$ cat config.mk
export PLATFORM = sky130hd
export DESIGN_NAME = apb_rs_slave
export DESIGN_NICKNAME = d
export VERILOG_FILES = /design/src/rtl/apb_rs_pkg.sv /design/src/rtl/apb_rs_decode.sv /design/src/rtl/apb_rs_regs.sv /design/src/rtl/apb_rs_rdpipe.sv /design/src/rtl/apb_rs_slave.sv
export SDC_FILE = /design/constraint.sdc
export NUM_CORES = 1
export LEC_CHECK = 0
export ABC_AREA = 1
export BUFFER_PORTS_ARGS = -buffer_cell sky130_fd_sc_hd__buf_2
export CAP_MARGIN = 20
export CORE_MARGIN = 1
export CORE_UTILIZATION = 33
export DETAILED_ROUTE_END_ITERATION = 12
export PLACE_DENSITY = 0.69
export SYNTH_ARGS = -nofsm -noshare
export SYNTH_HDL_FRONTEND = slang
export SYNTH_SLANG_ARGS = --single-unit
$ cat constraint.sdc
create_clock -name pclk -period 0.97 [get_ports pclk]
set_input_delay 0.097 -clock pclk [delete_from_list [all_inputs] [get_ports pclk]]
set_output_delay 0.097 -clock pclk [all_outputs]
set_load 0.02 [all_outputs]
$ cat src/rtl/apb_rs_pkg.sv
package apb_rs_pkg;

    localparam int OFS_CTRL = 'h000;
    localparam int OFS_STAT = 'h004;
    localparam int OFS_FLAG = 'h008;
    localparam int OFS_FIFO = 'h00C;
    localparam int OFS_CMD  = 'h010;

    typedef enum logic [2:0] {
        SEL_NONE,
        SEL_CTRL,
        SEL_STAT,
        SEL_FLAG,
        SEL_FIFO,
        SEL_CMD
    } sel_e;

endpackage

$ cat src/rtl/apb_rs_decode.sv
module apb_rs_decode
    import apb_rs_pkg::*;
#(
    parameter int ADDR_W = 12
) (
    input  logic [ADDR_W-1:0] addr,
    output sel_e              sel
);

    always_comb begin
        case (addr)
            ADDR_W'(OFS_CTRL): sel = SEL_CTRL;
            ADDR_W'(OFS_STAT): sel = SEL_STAT;
            ADDR_W'(OFS_FLAG): sel = SEL_FLAG;
            ADDR_W'(OFS_FIFO): sel = SEL_FIFO;
            ADDR_W'(OFS_CMD):  sel = SEL_CMD;
            default:           sel = SEL_NONE;
        endcase
    end

endmodule

$ cat src/rtl/apb_rs_regs.sv
module apb_rs_regs
    import apb_rs_pkg::*;
#(
    parameter int DATA_W = 32
) (
    input  logic              clk,
    input  logic              rst_n,
    input  logic              wr_done,
    input  sel_e              sel,
    input  logic [DATA_W-1:0] wdata,
    input  logic [DATA_W-1:0] irq_set,
    output logic [DATA_W-1:0] ctrl,
    output logic [DATA_W-1:0] flags,
    output logic [DATA_W-1:0] cmd_word,
    output logic              cmd_pulse
);

    typedef struct packed {
        logic [DATA_W-1:0] ctrl;
        logic [DATA_W-1:0] flags;
        logic [DATA_W-1:0] cmd;
        logic              pulse;
    } reg_st_t;

    reg_st_t st_d, st_q;

    always_comb begin
        st_d       = st_q;
        st_d.pulse = 1'b0;
        st_d.flags = st_q.flags | irq_set;
        if (wr_done) begin
            case (sel)
                SEL_CTRL: st_d.ctrl = wdata;
                SEL_FLAG: st_d.flags = (st_q.flags & ~wdata) | irq_set;
                SEL_CMD: begin
                    st_d.cmd   = wdata;
                    st_d.pulse = 1'b1;
                end
                default: ;
            endcase
        end
    end

    always_ff @(posedge clk or negedge rst_n) begin
        if (!rst_n) st_q <= '0;
        else        st_q <= st_d;
    end

    assign ctrl      = st_q.ctrl;
    assign flags     = st_q.flags;
    assign cmd_word  = st_q.cmd;
    assign cmd_pulse = st_q.pulse;

    AST_CMD_ONE_SHOT: assert property (@(posedge clk) disable iff (!rst_n)
        cmd_pulse |=> !cmd_pulse);
    AST_FLAG_SET_WINS: assert property (@(posedge clk) disable iff (!rst_n)
        (irq_set != '0) |=> ((flags & $past(irq_set)) == $past(irq_set)));

endmodule

$ cat src/rtl/apb_rs_rdpipe.sv
module apb_rs_rdpipe
    import apb_rs_pkg::*;
#(
    parameter int DATA_W = 32
) (
    input  logic              clk,
    input  logic              rst_n,
    input  logic              psel,
    input  logic              penable,
    input  logic              pwrite,
    input  sel_e              sel,
    input  logic [DATA_W-1:0] ctrl,
    input  logic [DATA_W-1:0] status,
    input  logic [DATA_W-1:0] flags,
    input  logic [DATA_W-1:0] fifo_head,
    output logic [DATA_W-1:0] prdata,
    output logic              pready,
    output logic              fifo_pop
);

    typedef struct packed {
        logic [DATA_W-1:0] rdata;
        logic              rdy;
    } rd_st_t;

    rd_st_t            st_d, st_q;
    logic [DATA_W-1:0] mux_val;
    logic              rd_acc;
    logic              rd_done;

    assign rd_acc = psel & penable & ~pwrite;

    always_comb begin
        case (sel)
            SEL_CTRL: mux_val = ctrl;
            SEL_STAT: mux_val = status;
            SEL_FLAG: mux_val = flags;
            SEL_FIFO: mux_val = fifo_head;
            default:  mux_val = '0;
        endcase
    end

    always_comb begin
        st_d.rdy   = rd_acc & ~st_q.rdy;
        st_d.rdata = (rd_acc & ~st_q.rdy) ? mux_val : '0;
    end

    always_ff @(posedge clk or negedge rst_n) begin
        if (!rst_n) st_q <= '0;
        else        st_q <= st_d;
    end

    assign pready   = st_q.rdy | (psel & pwrite);
    assign prdata   = psel ? st_q.rdata : '0;
    assign rd_done  = rd_acc & pready;
    assign fifo_pop = rd_done & (sel == SEL_FIFO);

    AST_READ_FIRST_WAIT: assert property (@(posedge clk) disable iff (!rst_n)
        ($rose(penable) && psel && !pwrite) |-> !pready);
    AST_READY_FOLLOWS: assert property (@(posedge clk) disable iff (!rst_n)
        (rd_acc && !pready) |=> pready);
    AST_POP_AFTER_WAIT: assert property (@(posedge clk) disable iff (!rst_n)
        fifo_pop |-> $past(rd_acc && !pready));
    AST_DONE_NO_X: assert property (@(posedge clk) disable iff (!rst_n)
        rd_done |-> !$isunknown(prdata));

endmodule

$ cat src/rtl/apb_rs_slave.sv
module apb_rs_slave
    import apb_rs_pkg::*;
#(
    parameter int ADDR_W = 12,
    parameter int DATA_W = 32
) (
    input  logic              pclk,
    input  logic              presetn,
    input  logic              psel,
    input  logic              penable,
    input  logic              pwrite,
    input  logic [ADDR_W-1:0] paddr,
    input  logic [DATA_W-1:0] pwdata,
    output logic [DATA_W-1:0] prdata,
    output logic              pready,
    input  logic [DATA_W-1:0] status_in,
    input  logic [DATA_W-1:0] irq_set,
    input  logic [DATA_W-1:0] fifo_head,
    output logic              fifo_pop,
    output logic [DATA_W-1:0] ctrl_out,
    output logic [DATA_W-1:0] cmd_word,
    output logic              cmd_pulse
);

    sel_e              sel;
    logic [DATA_W-1:0] flags;
    logic              wr_done;

    assign wr_done = psel & penable & pwrite & pready;

    apb_rs_decode #(.ADDR_W(ADDR_W)) u_dec (
        .addr (paddr),
        .sel  (sel)
    );

    apb_rs_regs #(.DATA_W(DATA_W)) u_regs (
        .clk       (pclk),
        .rst_n     (presetn),
        .wr_done   (wr_done),
        .sel       (sel),
        .wdata     (pwdata),
        .irq_set   (irq_set),
        .ctrl      (ctrl_out),
        .flags     (flags),
        .cmd_word  (cmd_word),
        .cmd_pulse (cmd_pulse)
    );

    apb_rs_rdpipe #(.DATA_W(DATA_W)) u_rd (
        .clk       (pclk),
        .rst_n     (presetn),
        .psel      (psel),
        .penable   (penable),
        .pwrite    (pwrite),
        .sel       (sel),
        .ctrl      (ctrl_out),
        .status    (status_in),
        .flags     (flags),
        .fifo_head (fifo_head),
        .prdata    (prdata),
        .pready    (pready),
        .fifo_pop  (fifo_pop)
    );

    AST_UNMAPPED_ZERO: assert property (@(posedge pclk) disable iff (!presetn)
        (psel && penable && !pwrite && pready && (sel == SEL_NONE || sel == SEL_CMD))
        |-> (prdata == '0));
    AST_WRITE_NO_WAIT: assert property (@(posedge pclk) disable iff (!presetn)
        (psel && penable && pwrite) |-> (pready && !fifo_pop));

endmodule

==> impl.org <==
** Worst setup path
- Worst-path cell chain :: buf_2, nor2_4, nand2_2, nor2_4, buf_4, buf_6, buf_6, nand2_8, buf_12, buf_16, nor3_4, a21oi_2
- The setup check on the worst reg-to-reg path leaves a slack of -0.16 ns.
- Along the worst path, the maximum fanout reaches 5.
- Maximum cell stage delay along the critical path :: 0.21 ns
- The worst register-to-register path ends at u_rd.st_q[29]$_DFF_PN0_.
- Kind of launch point of the worst setup path :: primary input
- The slowest stage of the critical path is the sky130_fd_sc_hd__nor3_4 cell.
- The worst setup path is captured at a flip-flop.
- Worst reg-to-reg path cell count :: 7
- Kind of cell with the highest combined delay on the critical path :: buffers and inverters
- Critical path data arrival time :: 1.57 ns
- Setup Crit Path Kind :: in -> reg
- In this run the critical register-to-register path is launched from u_regs.ctrl[28]$_DFFE_PN0P_.
- WP data required :: approximately 1.3 ns
- The critical path contains buffers and inverters numbering 6 combined.

** Synth
- Counting distinct cell types in the post-synthesis netlist gives 21.
- Portion of the post-synthesis area used by sequential elements :: 0.509
- Ranking of synthesized cells by area :: sky130_fd_sc_hd__dfrtp_1 (51%), sky130_fd_sc_hd__nand2_1 (12%), sky130_fd_sc_hd__nand3_1 (10%)
- Gate count after technology mapping :: around 830
- Ys Warns :: 0
- The number of nets handed over by synthesis was 977.
- Number of synthesized register bits :: 130
- Post-synthesis instance area :: 0.00640 mm^2
- Of the post-synthesis cell area, the dominant cell type holds 0.509.
- After synthesis, the mean cell area works out to 7.69 um^2.
- The biggest area contributor in the post-synthesis netlist is sky130_fd_sc_hd__dfrtp_1.

** Finish
- Number of standard cells in the layout, taps in and fillers out :: roughly 1500
- Leading cell types in the layout, fill and taps excluded :: sky130_fd_sc_hd__nand2_1 (192), sky130_fd_sc_hd__buf_2 (137), sky130_fd_sc_hd__nand3_1 (130)
- Antenna diode count :: 0
- At the end of the flow the core is filled with cells to 0.635.
- Most frequent standard cell in the layout excluding fill and tap cells :: sky130_fd_sc_hd__nand2_1
- # fillers :: 1427
- Final layout net count :: 1417
- In the final layout, the share of cells above drive strength 1 is 0.386.
- Area added between synthesis and finish :: 87.0%

** Drt
- Dividing the detail-routed via count by the number of cells gives 4.98.
- After detailed routing, the number of remaining DRC violations is 0.
- Routed length per placed instance :: 18.3 um
- The routed design has between 20000 and 30000 um of wire.
- The pre-antenna-repair detailed-routing pass consisted of 5 iterations.
- The detail route stage leaves a number of antenna-violating nets equal to 0.
- For this block, the initial DRC count from the detailed router was 688.
- For this block, the via count after detailed routing is 7695.

** Timing
- Peak Freq :: 0.799 GHz
- Setup repair after global routing could not meet its margin everywhere.
- Maximum clock skew at final layout :: approximately 0.0087 ns
- Setup violations remaining at the end of the flow were counted as 198.
- Worst Tran Pin Value :: around 0.8 ns
- Ratio of final minimum period to clock period :: 1.29
- The max-slew violation count came to 0.
- Setup total negative slack on the finished layout was measured at -25.08 ns.
- The worst pin sits at a relative slew slack of 0.465.
- The number of hold violations in the final report came to 0.
- Worst setup slack after layout :: -0.282 ns
- The worst path in the final design needs a cycle of 1.25 ns, including I/O delays and setup.

** Pwr
- Cell internal power was estimated by the tool at 0.00992 W.
- The share of total power dissipated in the clock network is 0.496.
- Of the total power, the share spent switching nets is 0.255.
- Total power per unit cell area :: 1110 mW/mm^2
- Lkg Pwr :: a little over 6 nW
- Proportion of power drawn by combinational gates :: 0.096
- The worst-case IR drop observed on VDD is 1.23 mV.
- The completed layout was analyzed and its total power is approximately 0.013 W.
- Of the total power, registers draw 0.408.
- Net Sw Power :: 0.00340 W

** Min path
- The startpoint identified for the worst hold timing path is pwrite.
- End of the worst hold path :: u_rd.st_q[0]$_DFF_PN0_
- The tightest min-delay check is of the in -> reg type.
- Worst hold path depth :: 4

** GRT
- The via count of the first global-routing pass is around 7600.
- The number of antenna violations at the first check in global routing was 0.
- For this run, the total global-route usage over all layers was measured as 0.271.
- First-pass GRT wire length :: 40700 um
- Final global-route overflow total :: 0
- Pin count of the biggest net entering global routing :: 35

** Placement
- PortBufs :: 243
- Post-Place Cells :: 1338
- Post-detail-place hpwl :: roughly 16000 um
- Gp weighted congestion :: about 0.92
- Prior to clock tree synthesis, the placed netlist has a worst setup slack of -0.528 ns.

** Floorplanning
- Die X-Extent :: between 100 and 150 um
- The floorplan step defined a die boundary enclosing 0.0199 mm^2.
- In this run the vertical extent of the chip is 141 um.
- I/O Pins :: 244
- The floorplan has 50 rows.
- The initial utilization of the core area, before any placement, comes to 0.340.
- The core region is 0.0188 mm^2.

** Clocking
- The tree is rooted in a sky130_fd_sc_hd__clkbuf_16.
- Number of sinks handled by clock tree synthesis :: 130
- CTS tree :: done
- H-Tree Depth :: 4
- Total clock buffers created by CTS :: 17
- Clk slew on worst S/H paths :: ~0.07 ns
- In this run the deepest clock path goes through 2 buffers.
- Source-to-sink clock delay at the later pin of the worst-skew pair :: 0.43 ns

** Outcome
- Violations in the final reports :: negative setup slack
- Run status :: finished, violations left

** Run
- Maximum Capacitance Violations :: 0
-- state kept, by name (all words and copies together) (netlist names) --
signal	cells
u_regs.cmd_word	32
u_regs.ctrl	32
u_regs.flags	32
u_regs.cmd_pulse	1
u_rd.st_q	33
-- cells in the mapped netlist --
library cell	n
sky130_fd_sc_hd__nor2_2	4
sky130_fd_sc_hd__nand4_2	1
sky130_fd_sc_hd__buf_2	25
sky130_fd_sc_hd__nand2_2	1
sky130_fd_sc_hd__inv_1	131
sky130_fd_sc_hd__a21oi_1	33
sky130_fd_sc_hd__nor3_1	34
sky130_fd_sc_hd__o21ai_0	21
sky130_fd_sc_hd__inv_2	4
sky130_fd_sc_hd__clkbuf_1	17
sky130_fd_sc_hd__dfrtp_1	130
sky130_fd_sc_hd__nand2_1	205
sky130_fd_sc_hd__nand4_1	1
sky130_fd_sc_hd__o21ai_1	12
sky130_fd_sc_hd__nand3b_1	1
sky130_fd_sc_hd__buf_4	7
sky130_fd_sc_hd__o21a_1	32
sky130_fd_sc_hd__nand3_1	131
sky130_fd_sc_hd__nor2_4	1
sky130_fd_sc_hd__nor2_1	40
sky130_fd_sc_hd__nand3_2	1
-- kinds of logic (layout without fill, tap and decap cells) --
group / after synthesis / in the layout / share of synthesized area
AOI/OAI and AO/OA: 98 / 98 / 0.0892
DFF: 130 / 130 / 0.509
and+or+nand+nor: 420 / 420 / 0.285
buffers and inverters: 184 / 637 / 0.117
-- worst max-delay path by stage --
| stage | start | endpoint | slack (ns) | cells past startpoint |
|---|---|---|---|---|
| global route | paddr[7] | fifo_pop | -0.31 | 9 |
| floorplan | paddr[9] | u_regs.ctrl[23]$_DFFE_PN0P_ | -0.22 | 9 |
| detailed placement | paddr[7] | u_regs.flags[6]$_DFF_PN0_ | -0.53 | 9 |
| finish | paddr[7] | u_regs.flags[20]$_DFF_PN0_ | -0.28 | 12 |
| CTS | paddr[10] | fifo_pop | -0.25 | 9 |
| global placement | paddr[7] | u_rd.st_q[23]$_DFF_PN0_ | -0.49 | 12 |
-- layer usage --
layer,global-route usage,vias to the layer above,routed length [um]
met3,0.0526,118,1840
met4,0.160,0,1430
li1,-,3510,-
met5,0,-,0
met2,0.432,437,13500
met1,0.343,3630,11500
-- through the flow --
step           instance area (um^2)  hold slack (ns)
4_1_cts                       11400          -0.0123
2_1_floorplan                  6510           -0.199
6_report                      12000           0.0129
3_5_place_dp                   8360          -0.0273
3_3_place_gp                   8360          -0.0283
5_1_grt                       12000           0.0352
-- area by class of cell --
type                    count  area [um^2]  area share
inverters                 135          512      0.0428
flip-flops and latches    130         3250       0.272
clock inverters            15          170      0.0142
multi-input cells         518         2820       0.236
clock buffers              17          425      0.0356
repair buffers            470         4450       0.373
well taps                 260          325      0.0272
-- worst register-to-register path, delay by kind of cell (launching register included) --
family        cells  cell delay, ns
flops             1            0.40
simple gates      4            0.37
buf+inv           3            0.26
-- power by group through the flow --
stage | Sequential [W] | Clock (W) | Combinational, W
after global placement | 0.00553 | 0 | 0.000793
after CTS | 0.00543 | 0.00664 | 0.00116
after global routing | 0.00543 | 0.00686 | 0.00136
final | 0.00543 | 0.00661 | 0.00128
after detailed placement | 0.00553 | 0 | 0.000793
after floorplan | 0.00554 | 0 | 0.000160
-- repair_timing --
action                                 4_1_cts  5_1_grt
gates resized for setup                    275       59
setup buffers                               51       16
hold buffers                                95        0
endpoints found under the hold margin      232        0
pin swaps                                   14       29
cloned                                       5        9
setup endpoints to repair                  174      228
Power figures use the tool's default switching activity.
